**src/rtl/icu_pkg.sv**
```systemverilog
package icu_pkg;
  // Strobes from the control half to the datapath half
  typedef struct packed {
    logic capture;
  } icuStrobe_t;
endpackage

```
**src/rtl/icu_ctrl.sv**
```systemverilog
module icu_ctrl
  import icu_pkg::*;
#(
  parameter int SYNC_STAGES = 2,
  parameter int FILTER_LEN  = 4
) (
  input  logic       clk,
  input  logic       rstN,
  input  logic       capPin,
  input  logic       capEnable,
  input  logic       filterEnable,
  input  logic       edgeRising,
  output icuStrobe_t strobe
);
  localparam int HIST_W = FILTER_LEN - 1;

  logic [SYNC_STAGES-1:0] syncChain;
  logic                   syncLevel;
  logic [HIST_W-1:0]      hist;
  logic [FILTER_LEN-1:0]  window;
  logic                   filtLevel;
  logic                   selLevel;
  logic                   prevLevel;
  logic                   riseSeen;
  logic                   fallSeen;

  // Synchronizer chain, fixed latency whatever the filter setting
  genvar st;
  generate
    for (st = 0; st < SYNC_STAGES; st++) begin : g_sync
      always_ff @(posedge clk or negedge rstN) begin
        if (!rstN) syncChain[st] <= 1'b0;
        else if (st == 0) syncChain[st] <= capPin;
        else syncChain[st] <= syncChain[(st == 0) ? 0 : st-1];
      end
    end
  endgenerate
  assign syncLevel = syncChain[SYNC_STAGES-1];

  // History of the previous synchronized samples
  generate
    if (HIST_W == 1) begin : g_hist_one
      always_ff @(posedge clk or negedge rstN) begin
        if (!rstN) hist <= '0;
        else hist <= syncLevel;
      end
    end else begin : g_hist_many
      always_ff @(posedge clk or negedge rstN) begin
        if (!rstN) hist <= '0;
        else hist <= {hist[HIST_W-2:0], syncLevel};
      end
    end
  endgenerate

  assign window = {hist, syncLevel};

  // Filter output moves only when the whole window agrees
  always_ff @(posedge clk or negedge rstN) begin
    if (!rstN) filtLevel <= 1'b0;
    else if (&window) filtLevel <= 1'b1;
    else if (~|window) filtLevel <= 1'b0;
  end

  assign selLevel = filterEnable ? filtLevel : syncLevel;

  // Edge detection against the previous selected level only
  always_ff @(posedge clk or negedge rstN) begin
    if (!rstN) prevLevel <= 1'b0;
    else prevLevel <= selLevel;
  end

  assign riseSeen = selLevel & ~prevLevel;
  assign fallSeen = ~selLevel & prevLevel;

  always_comb begin
    strobe.capture = capEnable & (edgeRising ? riseSeen : fallSeen);
  end

  // the filter output only changes after a run of equal samples
  p_filter_run_r5: assert property (@(posedge clk) disable iff (!rstN)
    (filtLevel != $past(filtLevel)) |->
      ($past(syncLevel) == filtLevel && $past(syncLevel, 2) == filtLevel));

  // a steady level never yields a capture, whatever the edge select does
  p_no_edge_no_capture_r10: assert property (@(posedge clk) disable iff (!rstN)
    (selLevel == $past(selLevel)) |-> !strobe.capture);

  // rising selection only fires on a low-to-high change
  p_rising_dir_r2: assert property (@(posedge clk) disable iff (!rstN)
    (strobe.capture && edgeRising) |-> (selLevel && !$past(selLevel)));

  // falling selection only fires on a high-to-low change
  p_falling_dir_r3: assert property (@(posedge clk) disable iff (!rstN)
    (strobe.capture && !edgeRising) |-> (!selLevel && $past(selLevel)));
endmodule

```
**src/rtl/icu_datapath.sv**
```systemverilog
module icu_datapath
  import icu_pkg::*;
#(
  parameter int CNT_W = 16
) (
  input  logic             clk,
  input  logic             rstN,
  input  icuStrobe_t       strobe,
  input  logic [CNT_W-1:0] cntValue,
  input  logic             flagClear,
  output logic [CNT_W-1:0] capValue,
  output logic             capFlag
);
  // Capture register: overwritten on every capture, flag or not
  always_ff @(posedge clk or negedge rstN) begin
    if (!rstN) capValue <= '0;
    else if (strobe.capture) capValue <= cntValue;
  end

  // Sticky flag: a set wins over a clear in the same cycle
  always_ff @(posedge clk or negedge rstN) begin
    if (!rstN) capFlag <= 1'b0;
    else if (strobe.capture) capFlag <= 1'b1;
    else if (flagClear) capFlag <= 1'b0;
  end

  // the register takes the counter value seen at the capture edge
  p_value_copy_r4: assert property (@(posedge clk) disable iff (!rstN)
    strobe.capture |=> (capValue == $past(cntValue)));

  // a capture always leaves the flag set
  p_flag_set_r7: assert property (@(posedge clk) disable iff (!rstN)
    strobe.capture |=> capFlag);

  // a clear without a capture drops the flag
  p_flag_clear_r7: assert property (@(posedge clk) disable iff (!rstN)
    (flagClear && !strobe.capture) |=> !capFlag);

  // without capture or clear the flag holds
  p_flag_hold_r7: assert property (@(posedge clk) disable iff (!rstN)
    (!flagClear && !strobe.capture) |=> $stable(capFlag));
endmodule

```
**src/rtl/icu_capture.sv**
```systemverilog
module icu_capture
  import icu_pkg::*;
#(
  parameter int CNT_W       = 16,
  parameter int SYNC_STAGES = 2,
  parameter int FILTER_LEN  = 4
) (
  input  logic             clk,
  input  logic             rstN,
  input  logic             capPin,
  input  logic             capEnable,
  input  logic             filterEnable,
  input  logic             edgeRising,
  input  logic [CNT_W-1:0] cntValue,
  input  logic             flagClear,
  input  logic             irqEnable,
  output logic [CNT_W-1:0] capValue,
  output logic             capFlag,
  output logic             irq
);
  icuStrobe_t strobe;

  icu_ctrl #(
    .SYNC_STAGES(SYNC_STAGES),
    .FILTER_LEN (FILTER_LEN)
  ) uCtrl (
    .clk         (clk),
    .rstN        (rstN),
    .capPin      (capPin),
    .capEnable   (capEnable),
    .filterEnable(filterEnable),
    .edgeRising  (edgeRising),
    .strobe      (strobe)
  );

  icu_datapath #(
    .CNT_W(CNT_W)
  ) uData (
    .clk      (clk),
    .rstN     (rstN),
    .strobe   (strobe),
    .cntValue (cntValue),
    .flagClear(flagClear),
    .capValue (capValue),
    .capFlag  (capFlag)
  );

  assign irq = capFlag & irqEnable;

  // with captures disabled the register cannot move
  p_disabled_hold_r6: assert property (@(posedge clk) disable iff (!rstN)
    !capEnable |=> $stable(capValue));

  // with captures disabled the flag cannot rise
  p_disabled_no_set_r6: assert property (@(posedge clk) disable iff (!rstN)
    (!capEnable && !capFlag) |=> !capFlag);
endmodule

```
**config.mk**
```make
export PLATFORM = sky130hd
export DESIGN_NAME = icu_capture
export DESIGN_NICKNAME = d
export VERILOG_FILES = /design/src/rtl/icu_pkg.sv /design/src/rtl/icu_ctrl.sv /design/src/rtl/icu_datapath.sv /design/src/rtl/icu_capture.sv
export SDC_FILE = /design/constraint.sdc
export NUM_CORES = 1
export LEC_CHECK = 0
export BUFFER_PORTS_ARGS = -buffer_cell sky130_fd_sc_hd__buf_2
export CORE_ASPECT_RATIO = 0.8
export CORE_MARGIN = 4
export CORE_UTILIZATION = 43
export CTS_BUF_LIST = sky130_fd_sc_hd__clkbuf_8
export DETAILED_ROUTE_END_ITERATION = 12
export HOLD_SLACK_MARGIN = 0.03
export PLACE_DENSITY = 0.77
export SKIP_LAST_GASP = 1
export SLEW_MARGIN = 5
export SYNTH_ARGS = -nofsm -noshare
export SYNTH_HDL_FRONTEND = slang
export SYNTH_HIERARCHICAL = 1
export SYNTH_SLANG_ARGS = --single-unit
```
**constraint.sdc**
```tcl
create_clock -name clk -period 1.6 [get_ports clk]
set_input_delay 0.16 -clock clk [delete_from_list [all_inputs] [get_ports clk]]
set_output_delay 0.16 -clock clk [all_outputs]
set_load 0.01 [all_outputs]
```
==> summary.md, run 1 <==
| Metric | Value |
|---|---|
| Outcome | `finished clean` |
| CTS Buf Count | `3` |
| Simple-gate share of the synthesized area | `0.0229` |
| Share of cells above drive strength 1 | `0.660` |
| Detailed Route Iter0 Violations | `9` |
| Total power | `1.61 mW` |
| Final RePlAce weighted congestion | `0.606` |
| Die outline width | `59.9 microns` |
| Detail Route Antenna Nets | `0` |
| Max Cap Viol | `0` |
| Final core occ | `0.641` |
| Antenna Cells | `0` |
| Rows | `14` |
| Largest net degree at the start of global routing | `25` |
| Top cell by count, worst path | `mux2_4` |
| Yosys Warn Count | `6` |
| Area Growth Syn to Fin | `35.6%` |
| Sequential cell area | `601 sq um` |
| Compound-Gate Fraction of Synth Area | `0.0297` |
| Post-synthesis xor/xnor area fraction | `0` |
| Final setup violation count | `0` |
| H-Tree Depth | `1` |
| Met3 WL post-DR | `221 microns` |
| Placed Area | `0.00116 sq mm` |
| LEAKAGE | `0.637 nW` |
| Dpl hpwl | `1280 microns` |
| Reg clk slew, reported paths | `0.07 ns` |
| Number of port buffers | `41` |
| Initial antenna violation count | `0` |
| Tot GR Track Use | `0.129` |
| Drt wl/cell | `13.8 microns` |
| Filler cells | `169` |
| Die Height | `49.5 microns` |
| RSZ-0062 raised after global routing | `true` |
| Root buf cell | `clkbuf_8` |
| Commonest non-fill, non-tap cell in the layout | `buf_2` |
| Routed met1 length | `667 microns` |
| Crit path kind | `reg -> reg` |
| Gate Count Post-Synth | `53` |
| Mapped cell area | `927 sq um` |
| Critical Path End Type | `register` |
| Number of nets in the layout | `126` |
| Final Cycle Share | `0.980` |
| Critical Path Max Stage Delay | `0.40 ns` |
| Vias/cell | `4.85` |
| TritonCTS clock tree | `yes` |
| Fmax | `638 MHz` |
| Hold Path Class | `in -> reg` |
| Number of global-route vias before repair | `674` |
| Commonest cells after routing, fill and taps aside | `buf_2 (41), dfrtp_1 (24), mux2_4 (10), mux2_2 (7), clkbuf_8 (3)` |
| Mux cell area share after synthesis | `0.258` |
| Netlist cell types | `13` |
| Non-Filler Cell Area, Final | `0.00126 sq mm` |
| Post-synthesis sequential area ratio | `0.648` |
| Clock sinks | `24` |
| Drt total wl | `1710 microns` |
| TNS Setup | `0 ns` |
| Initial core utilization | `0.473` |
| Worst-path cell chain | `mux2_4 > mux2i_4 > clkbuf_16 > mux2_4` |
| First-pass GRT wire length | `2880 microns` |
| Clock latency on the worst-skew pair | `0.25 ns` |
| Placeable Area | `0.00196 sq mm` |
| Slew headroom | `0.654` |
| Global route overflow | `0` |
| Pins Over Slew Limit | `0` |
| Syn nets | `77` |
| CP arrival | `1.71 ns` |
| CP Max Fanout | `8` |
| Syn Area/Cell | `17.5 sq um` |
| Min Clock Period, post-route | `1.57 ns` |
| Post-Synth Adder-Cell Area | `0` |
| Area of the multi-input gates | `300 sq um` |
| Post-route DRC | `0` |
| Family with the most delay on the worst path | `multiplexers` |
| Top Layer Used | `met4` |
| Worst path slowest cell | `dfrtp_1` |
| Combinational family with the most area after synthesis | `multiplexers` |
| Power per Cell Area | `1280 mW/mm^2` |
| Die ar. | `0.00297 sq mm` |
| Worst Tran Pin Value | `0.519 ns` |
| Clk buf depth | `2` |
| #FFs+latches synth | `24` |
| Crit start category | `register` |
| Fin. Hold Viols | `0` |
| Worst IR Drop VDD | `752 uV` |
| Drt first pass iters | `3` |
| Worst EP required | `1.74 ns` |
| Vias post-DR | `602` |
| Final worst clock skew | `0.00108 ns` |
| Met2 wire length | `799 microns` |
| Crit path buffers/inverters | `1` |
| Ports | `42` |
worst register-to-register path, delay by kind of cell (launching register included):
kind / cells / cell delay [ns]
flops: 1 / 0.40
buf+inv: 1 / 0.21
mux: 3 / 0.84
cell type report:
| type | instances | area share |
|---|---|---|
| inverters | 2 | 0.00597 |
| well taps | 24 | 0.0239 |
| multi-input cells | 25 | 0.239 |
| clock buffers | 3 | 0.0328 |
| repair buffers | 46 | 0.221 |
| flip-flops and latches | 24 | 0.478 |
timing repair:
item / in CTS / in global routing
setup endpoints to repair: 0 / 7
buffers inserted: 0 / 0
hold buffers: 2 / 0
resized for setup: 0 / 1
hold endpoints to repair: 25 / 0
per-layer routing:
| metal | up-vias | global-route usage |
|---|---|---|
| li1 | 276 | - |
| met1 | 289 | 0.137 |
| met3 | 4 | 0.0522 |
| met2 | 33 | 0.227 |
| met5 | - | 0 |
| met4 | 0 | 0.0443 |
cells in the mapped netlist, drive strengths merged:
cell    instances  share of area
buf             2          0.034
dfrtp          24           0.65
a21o            1         0.0094
nand3b          2          0.016
a21oi           1         0.0054
mux2i           1          0.011
mux2           17           0.25
inv             2         0.0081
a31oi           1         0.0068
o31ai           1         0.0081
and2            1         0.0068
path summary, 6_finish.rpt:
kind,slack [ns],to,start,cells after the start
worst max-delay path,0.03,uData/capValue[10],uCtrl/filtLevel,4
worst min-delay path,0.13,uData/capValue[6],cntValue[6],2
worst max register to register,0.03,uData/capValue[10],uCtrl/filtLevel,4
worst min register to register,0.35,uCtrl/syncLevel,uCtrl/syncChain[0],0
max in group asynchronous,0.84,uCtrl/filtLevel,rstN,2
min in group asynchronous,0.41,uData/capValue[14],rstN,2
kinds of logic (layout without fill, tap and decap cells):
| family | after synthesis | count (layout) |
|---|---|---|
| flops | 24 | 24 |
| mux | 18 | 18 |
| simple gates | 3 | 3 |
| buf+inv | 4 | 51 |
| compound gates | 4 | 4 |
flip-flops by register name, indices dropped and copies added (netlist names):
register / count
uCtrl/filtLevel: 1
uCtrl/hist: 3
uCtrl/prevLevel: 1
uCtrl/syncChain: 1
uCtrl/syncLevel: 1
uData/capFlag: 1
uData/capValue: 16
through the flow:
step	setup slack [ns]	hold WS (ns)	instances
after floorplan	0.0731	-0.136	53
after global placement	0.0698	0.156	118
after detailed placement	0.0232	0.171	118
after CTS	0.0173	0.118	123
after global routing	-0.0104	0.118	124
final	0.0326	0.129	124
report_power, final:
| part | switching [mW] | total (mW) | internal, mW |
|---|---|---|---|
| clock network | 0.164 | 0.331 | 0.168 |
| logic | 0.186 | 0.460 | 0.274 |
| registers | 0.0704 | 0.816 | 0.745 |
Note: power is estimated with default switching activity, not from simulation.
==> inputs of run 2 (changes only) <==
--- a/config.mk
+++ b/config.mk
@@ -17,5 +17,4 @@
 export SLEW_MARGIN = 5
 export SYNTH_ARGS = -nofsm -noshare
 export SYNTH_HDL_FRONTEND = slang
-export SYNTH_HIERARCHICAL = 1
 export SYNTH_SLANG_ARGS = --single-unit
==> run 2 against run 1 <==
Against the previous run: cell count unchanged; total power is 11% higher; wire length grew 1.3%; hold slack worse by 0.0094 ns; critical path type unchanged; critical endpoint is now uData.capValue[8]; largest cell class unchanged; largest power group unchanged.
==> summary.md, run 2 <==
| Metric | Value |
|---|---|
| Syn Area/Cell | `17.8 sq um` |
| Number of synthesized flops with an enable pin | `0` |
| Tot GR Track Use | `0.135` |
| CTS Buf Count | `3` |
| CP startpoint | `uCtrl.syncLevel` |
| Power Internal | `1.35 mW` |
| Vias/cell | `4.66` |
| Filler cells | `162` |
| Crit start category | `register` |
| Max Cap Viol | `0` |
| Rows | `14` |
| CP arrival | `1.70 ns` |
| Root buf cell | `clkbuf_8` |
| Vias post-DR | `578` |
| LEAKAGE | `0.638 nW` |
| Dominant cells by area after synthesis | `dfrtp_1 (65%), mux2_4 (16%), mux2_2 (8.5%)` |
| Post-cts resize count | `0` |
| Cell taking the most area after synthesis | `dfrtp_1` |
| #FFs+latches synth | `24` |
| Slew headroom | `0.660` |
| Share of cells above drive strength 1 | `0.660` |
| Post-synth top area share | `0.648` |
| Number of port buffers | `41` |
| Sw Share | `0.247` |
| Count leader, synth | `dfrtp_1` |
| Die outline width | `59.9 microns` |
| Min Clock Period, post-route | `1.55 ns` |
| Number of global-route vias before repair | `672` |
| Largest net degree at the start of global routing | `25` |
| Clock latency on the worst-skew pair | `0.26 ns` |
| Clock sinks | `24` |
| CP Max Fanout | `13` |
| Largest registers | `uData.capValue: 16 flops, uCtrl.hist: 3 flops` |
| Detail Route Antenna Nets | `0` |
| Power per Cell Area | `1420 mW/mm^2` |
| Sequential share of power | `0.455` |
| Final setup violation count | `0` |
| Total power | `1.79 mW` |
| Final Cycle Share | `0.967` |
| Worst path slowest cell | `dfrtp_1` |
| Critical Path Max Stage Delay | `0.41 ns` |
| Post-synthesis sequential area ratio | `0.648` |
| Yosys Warn Count | `0` |
| Antenna Cells | `0` |
| Critical Path End Type | `register` |
| Pins Over Slew Limit | `0` |
| TNS Setup | `0 ns` |
| Worst IR Drop VDD | `1080 uV` |
| RR Startpoint | `uCtrl.syncLevel` |
| Sw Pwr | `0.441 mW` |
| RSZ-0062 raised after global routing | `true` |
| Outcome | `finished clean` |
| Drt total wl | `1730 microns` |
| Ports | `42` |
| Worst Tran Pin Value | `0.510 ns` |
| Drt wl/cell | `14.0 microns` |
| Number of nets in the layout | `125` |
| Top_reg_cell synth | `dfrtp_1` |
| First-pass GRT wire length | `2870 microns` |
| Crit path buffers/inverters | `1` |
| H-Tree Depth | `1` |
| Die ar. | `0.00297 sq mm` |
| TritonCTS clock tree | `yes` |
| Commonest non-fill, non-tap cell in the layout | `buf_2` |
| Hold Path Class | `in -> reg` |
| Mapped cell area | `927 sq um` |
| Crit path kind | `reg -> reg` |
| Gate power share | `0.252` |
| Fin. Hold Viols | `0` |
| Global route overflow | `0` |
| Die Height | `49.5 microns` |
| Fmax | `646 MHz` |
| Final worst clock skew | `0.00158 ns` |
| Worst EP required | `1.76 ns` |
| Asr flop ratio synth | `1.00` |
| Hold path start | `cntValue[3]` |
| Worst-path cell chain | `mux2_4 > mux2i_4 > buf_12 > mux2_2` |
| Initial antenna violation count | `0` |
| Top reg by flops | `uData.capValue` |
| Family with the most delay on the worst path | `multiplexers` |
| Reg clk slew, reported paths | `0.08 ns` |
| Worst R2R Setup Slack | `0.05 ns` |
| Commonest cells after routing, fill and taps aside | `buf_2 (41), dfrtp_1 (24), mux2_4 (10), mux2_2 (7), clkbuf_8 (3)` |
| Post-route DRC | `0` |
| Placeable Area | `0.00196 sq mm` |
| Dpl hpwl | `1290 microns` |
| Netlist cell types | `13` |
| Detailed Route Iter0 Violations | `11` |
| Largest register FFs | `16` |
| Top post-synthesis cells by count | `dfrtp_1 (24), mux2_4 (10), mux2_2 (7)` |
| Share of power burned in the clock network | `0.293` |
| Initial core utilization | `0.473` |
| Gate Count Post-Synth | `52` |
| Area Growth Syn to Fin | `36.0%` |
| Final RePlAce weighted congestion | `0.658` |
| Drt first pass iters | `2` |
| Clk buf depth | `2` |
| Syn nets | `76` |
[run 2: cell type report]
type / instances / area, sq um / share of cell area
clock buffer: 3 / 41.3 / 0.0327
sequential: 24 / 601 / 0.476
timing repair buffer: 45 / 253 / 0.200
multi-input combinational: 26 / 303 / 0.240
tap: 24 / 30.0 / 0.0238
clock inverter: 1 / 30.0 / 0.0238
inverter: 1 / 3.75 / 0.00298
[run 2: layer usage]
metal / up-vias / wire [microns] / GRT usage
met5: - / 0 / 0
met4: 0 / 16 / 0.0443
met3: 2 / 152 / 0.0548
met2: 26 / 858 / 0.221
met1: 274 / 703 / 0.157
li1: 276 / - / -
[run 2: kinds of logic after synthesis]
logic type | count (synthesis) | share of synthesized area
AO/OA/AOI/OAI | 3 | 0.0216
buffers and inverters | 2 | 0.0256
flip-flops | 24 | 0.648
multiplexers | 18 | 0.271
AND/OR/NAND/NOR | 5 | 0.0337
[run 2: power groups by stage]
| stage | Clock [mW] | Combinational, mW | Sequential, mW |
|---|---|---|---|
| 2_1_floorplan | 0 | 0.194 | 0.887 |
| 6_report | 0.525 | 0.450 | 0.814 |
| 5_1_grt | 0.564 | 0.485 | 0.837 |
| 3_3_place_gp | 0 | 0.446 | 0.823 |
| 4_1_cts | 0.537 | 0.460 | 0.818 |
| 3_5_place_dp | 0 | 0.457 | 0.825 |
[run 2: metrics by stage]
step | hold WS [ns] | utilization | area (sq um) | instances | setup slack [ns]
3_3_place_gp | 0.156 | 0.596 | 1170 | 118 | 0.0957
5_1_grt | 0.112 | 0.643 | 1260 | 124 | -0.00624
2_1_floorplan | -0.136 | - | 927 | 52 | 0.0334
3_5_place_dp | 0.161 | 0.596 | 1170 | 118 | 0.0589
6_report | 0.120 | 0.643 | 1260 | 124 | 0.0522
4_1_cts | 0.113 | 0.643 | 1260 | 124 | 0.0411
[run 2: path summary, 6_finish.rpt]
check / to / cells past startpoint
setup / recovery: uData.capValue[8] / 4
hold reg to reg: uCtrl.syncLevel / 0
max in group asynchronous: uData.capValue[1] / 2
hold / removal: uData.capValue[3] / 2
setup reg to reg: uData.capValue[8] / 4
min in group asynchronous: uData.capValue[11] / 2
[run 2: worst register-to-register path, stage by stage, from the launching register on]
cell and delay (ns):
dfrtp_1 0.41, mux2_4 0.30, mux2i_4 0.21, buf_12 0.18, mux2_2 0.34
[run 2: timing repair]
action | CTS | global route
endpoints found under the setup margin | 0 | 3
hold endpoints to repair | 25 | 0
hold buffers | 2 | 0
buffers inserted | 0 | 0
==> inputs of run 3 (changes only) <==
--- a/config.mk
+++ b/config.mk
@@ -5,14 +5,15 @@
 export SDC_FILE = /design/constraint.sdc
 export NUM_CORES = 1
 export LEC_CHECK = 0
-export BUFFER_PORTS_ARGS = -buffer_cell sky130_fd_sc_hd__buf_2
 export CORE_ASPECT_RATIO = 0.8
 export CORE_MARGIN = 4
-export CORE_UTILIZATION = 43
+export CORE_UTILIZATION = 51
 export CTS_BUF_LIST = sky130_fd_sc_hd__clkbuf_8
+export CTS_CLUSTER_DIAMETER = 100
 export DETAILED_ROUTE_END_ITERATION = 12
+export DONT_BUFFER_PORTS = 1
 export HOLD_SLACK_MARGIN = 0.03
-export PLACE_DENSITY = 0.77
+export PLACE_DENSITY = 0.69
 export SKIP_LAST_GASP = 1
 export SLEW_MARGIN = 5
 export SYNTH_ARGS = -nofsm -noshare
==> run 3 against run 2 <==
Against the previous run: clock power shrank 27%; cell count shrank 34%; flip-flop and latch count is the same; wire length shrank 16%; critical endpoint is now uData.capValue[1]; register-to-register slack gained 0.02 ns.
==> summary.md, run 3 (synthesized netlist as in run 2, its figures left out) <==
| Metric | Value |
|---|---|
| Detail Route Antenna Nets | `0` |
| Die Height | `46.1 microns` |
| CP arrival | `1.66 ns` |
| Root buf cell | `clkbuf_8` |
| Commonest cells after routing, fill and taps aside | `dfrtp_1 (24), mux2_4 (10), mux2_2 (7), clkbuf_8 (4), buf_4 (3)` |
| Largest register FFs | `16` |
| Min Clock Period, post-route | `1.52 ns` |
| LEAKAGE | `0.467 nW` |
| Top reg by flops | `uData.capValue` |
| Dpl hpwl | `1200 microns` |
| Final worst clock skew | `0.00560 ns` |
| Die ar. | `0.00257 sq mm` |
| Max Cap Viol | `0` |
| Sequential share of power | `0.599` |
| Worst IR Drop VDD | `845 uV` |
| H-Tree Depth | `1` |
| Outcome | `finished clean` |
| Crit path kind | `reg -> reg` |
| Clock sinks | `24` |
| Filler cells | `133` |
| Vias post-DR | `447` |
| Tot GR Track Use | `0.121` |
| Pins Over Slew Limit | `0` |
| Antenna Cells | `0` |
| Largest net degree at the start of global routing | `25` |
| Drt first pass iters | `2` |
| Hold Path Class | `in -> reg` |
| Placed insts | `76` |
| Sw Share | `0.257` |
| CP Max Fanout | `9` |
| Sequential cell area | `601 sq um` |
| Crit start category | `register` |
| Slew headroom | `0.338` |
| Drt total wl | `1460 microns` |
| Sw Pwr | `0.389 mW` |
| Share of cells above drive strength 1 | `0.433` |
| Area Growth Syn to Fin | `11.3%` |
| Number of global-route vias before repair | `479` |
| Met2 wire length | `697 microns` |
| TNS Setup | `0 ns` |
| First-pass GRT wire length | `2290 microns` |
| Commonest non-fill, non-tap cell in the layout | `dfrtp_1` |
| TritonCTS clock tree | `yes` |
| Power per Cell Area | `1470 mW/mm^2` |
| Share of power burned in the clock network | `0.252` |
| Post-cts resize count | `0` |
| Met3 WL post-DR | `190 microns` |
| CTS Buf Count | `3` |
| Area of the multi-input gates | `303 sq um` |
| Routed met1 length | `569 microns` |
| Initial antenna violation count | `0` |
| Non-Filler Cell Area, Final | `0.00103 sq mm` |
| Global route overflow | `0` |
| Fin. Hold Viols | `0` |
| Placeable Area | `0.00168 sq mm` |
| Post-CTS Setup Bufs | `0` |
| Initial core utilization | `0.553` |
| Drt wl/cell | `17.8 microns` |
| Fmax | `656 MHz` |
| Gate power share | `0.149` |
| Vias/cell | `5.45` |
| Critical Path End Type | `register` |
| Largest registers | `uData.capValue: 16 flops, uCtrl.hist: 3 flops` |
| Number of port buffers | `0` |
| Hold path cells | `1` |
| Post-route DRC | `0` |
| Rows | `13` |
| Post-CTS Hold Buffers | `2` |
| Ports | `42` |
| Final Instance Count excl. Fillers | `82` |
| Final setup violation count | `0` |
| Reg clk slew, reported paths | `0.08 ns` |
| Worst EP required | `1.74 ns` |
| RSZ-0062 raised after global routing | `false` |
| Detailed Route Iter0 Violations | `11` |
| Top Layer Used | `met3` |
| Worst Tran Pin Value | `0.990 ns` |
| Number of nets in the layout | `85` |
| Final Cycle Share | `0.952` |
| Placed Area | `957 sq um` |
| Clk buf depth | `2` |
| Reg2Reg Depth | `4` |
| Final RePlAce weighted congestion | `0.691` |
| Clock latency on the worst-skew pair | `0.26 ns` |
| Die outline width | `55.7 microns` |
| Power Internal | `1.12 mW` |
## run 3: changes by cell type in the layout (fill, tap and decap cells not counted), sizes merged
cell and delta:
buf -40, clkbuf +1, bufinv -1
## run 3: per-layer routing
metal / vias to the layer above / GRT usage
li1: 197 / -
met1: 221 / 0.142
met2: 29 / 0.196
met3: 0 / 0.0784
met4: 0 / 0.0146
met5: - / 0
## run 3: cell type report
type	count	area share
timing repair buffer	5	0.0412
inverter	1	0.00364
clock buffer	4	0.0533
tap	22	0.0267
sequential	24	0.582
multi-input combinational	26	0.293
## run 3: worst paths after layout
| path | start | to | slack [ns] |
|---|---|---|---|
| setup / recovery | uCtrl.filtLevel | uData.capValue[1] | 0.08 |
| hold / removal | cntValue[11] | uData.capValue[11] | 0.04 |
| setup reg to reg | uCtrl.filtLevel | uData.capValue[1] | 0.08 |
| hold reg to reg | uCtrl.syncChain[0] | uCtrl.syncLevel | 0.36 |
| max in group asynchronous | rstN | uData.capValue[12] | 0.49 |
| min in group asynchronous | rstN | uData.capValue[5] | 0.51 |
## run 3: through the flow
stage                     worst slack [ns]  power (mW)  hold WS [ns]  utilization
after CTS                           0.0676        1.54        0.0379        0.616
after global routing                0.0307        1.59        0.0305        0.616
after floorplan                     0.0334        1.08        -0.136            -
final                               0.0760        1.51        0.0443        0.616
after global placement               0.127        1.12        -0.135        0.571
after detailed placement            0.0820        1.14        -0.135        0.571
## run 3: worst max-delay path, cell delays in order (launching register included)
cell	delay (ns)
dfrtp_1	0.40
mux2_4	0.29
mux2i_4	0.17
buf_4	0.23
mux2_4	0.32
## run 3: power groups by stage
stage	clock network (mW)	registers [mW]	logic [mW]
after floorplan	0	0.887	0.194
after global placement	0	0.921	0.202
after detailed placement	0	0.921	0.216
after CTS	0.396	0.911	0.231
after global routing	0.415	0.928	0.244
final	0.382	0.906	0.225
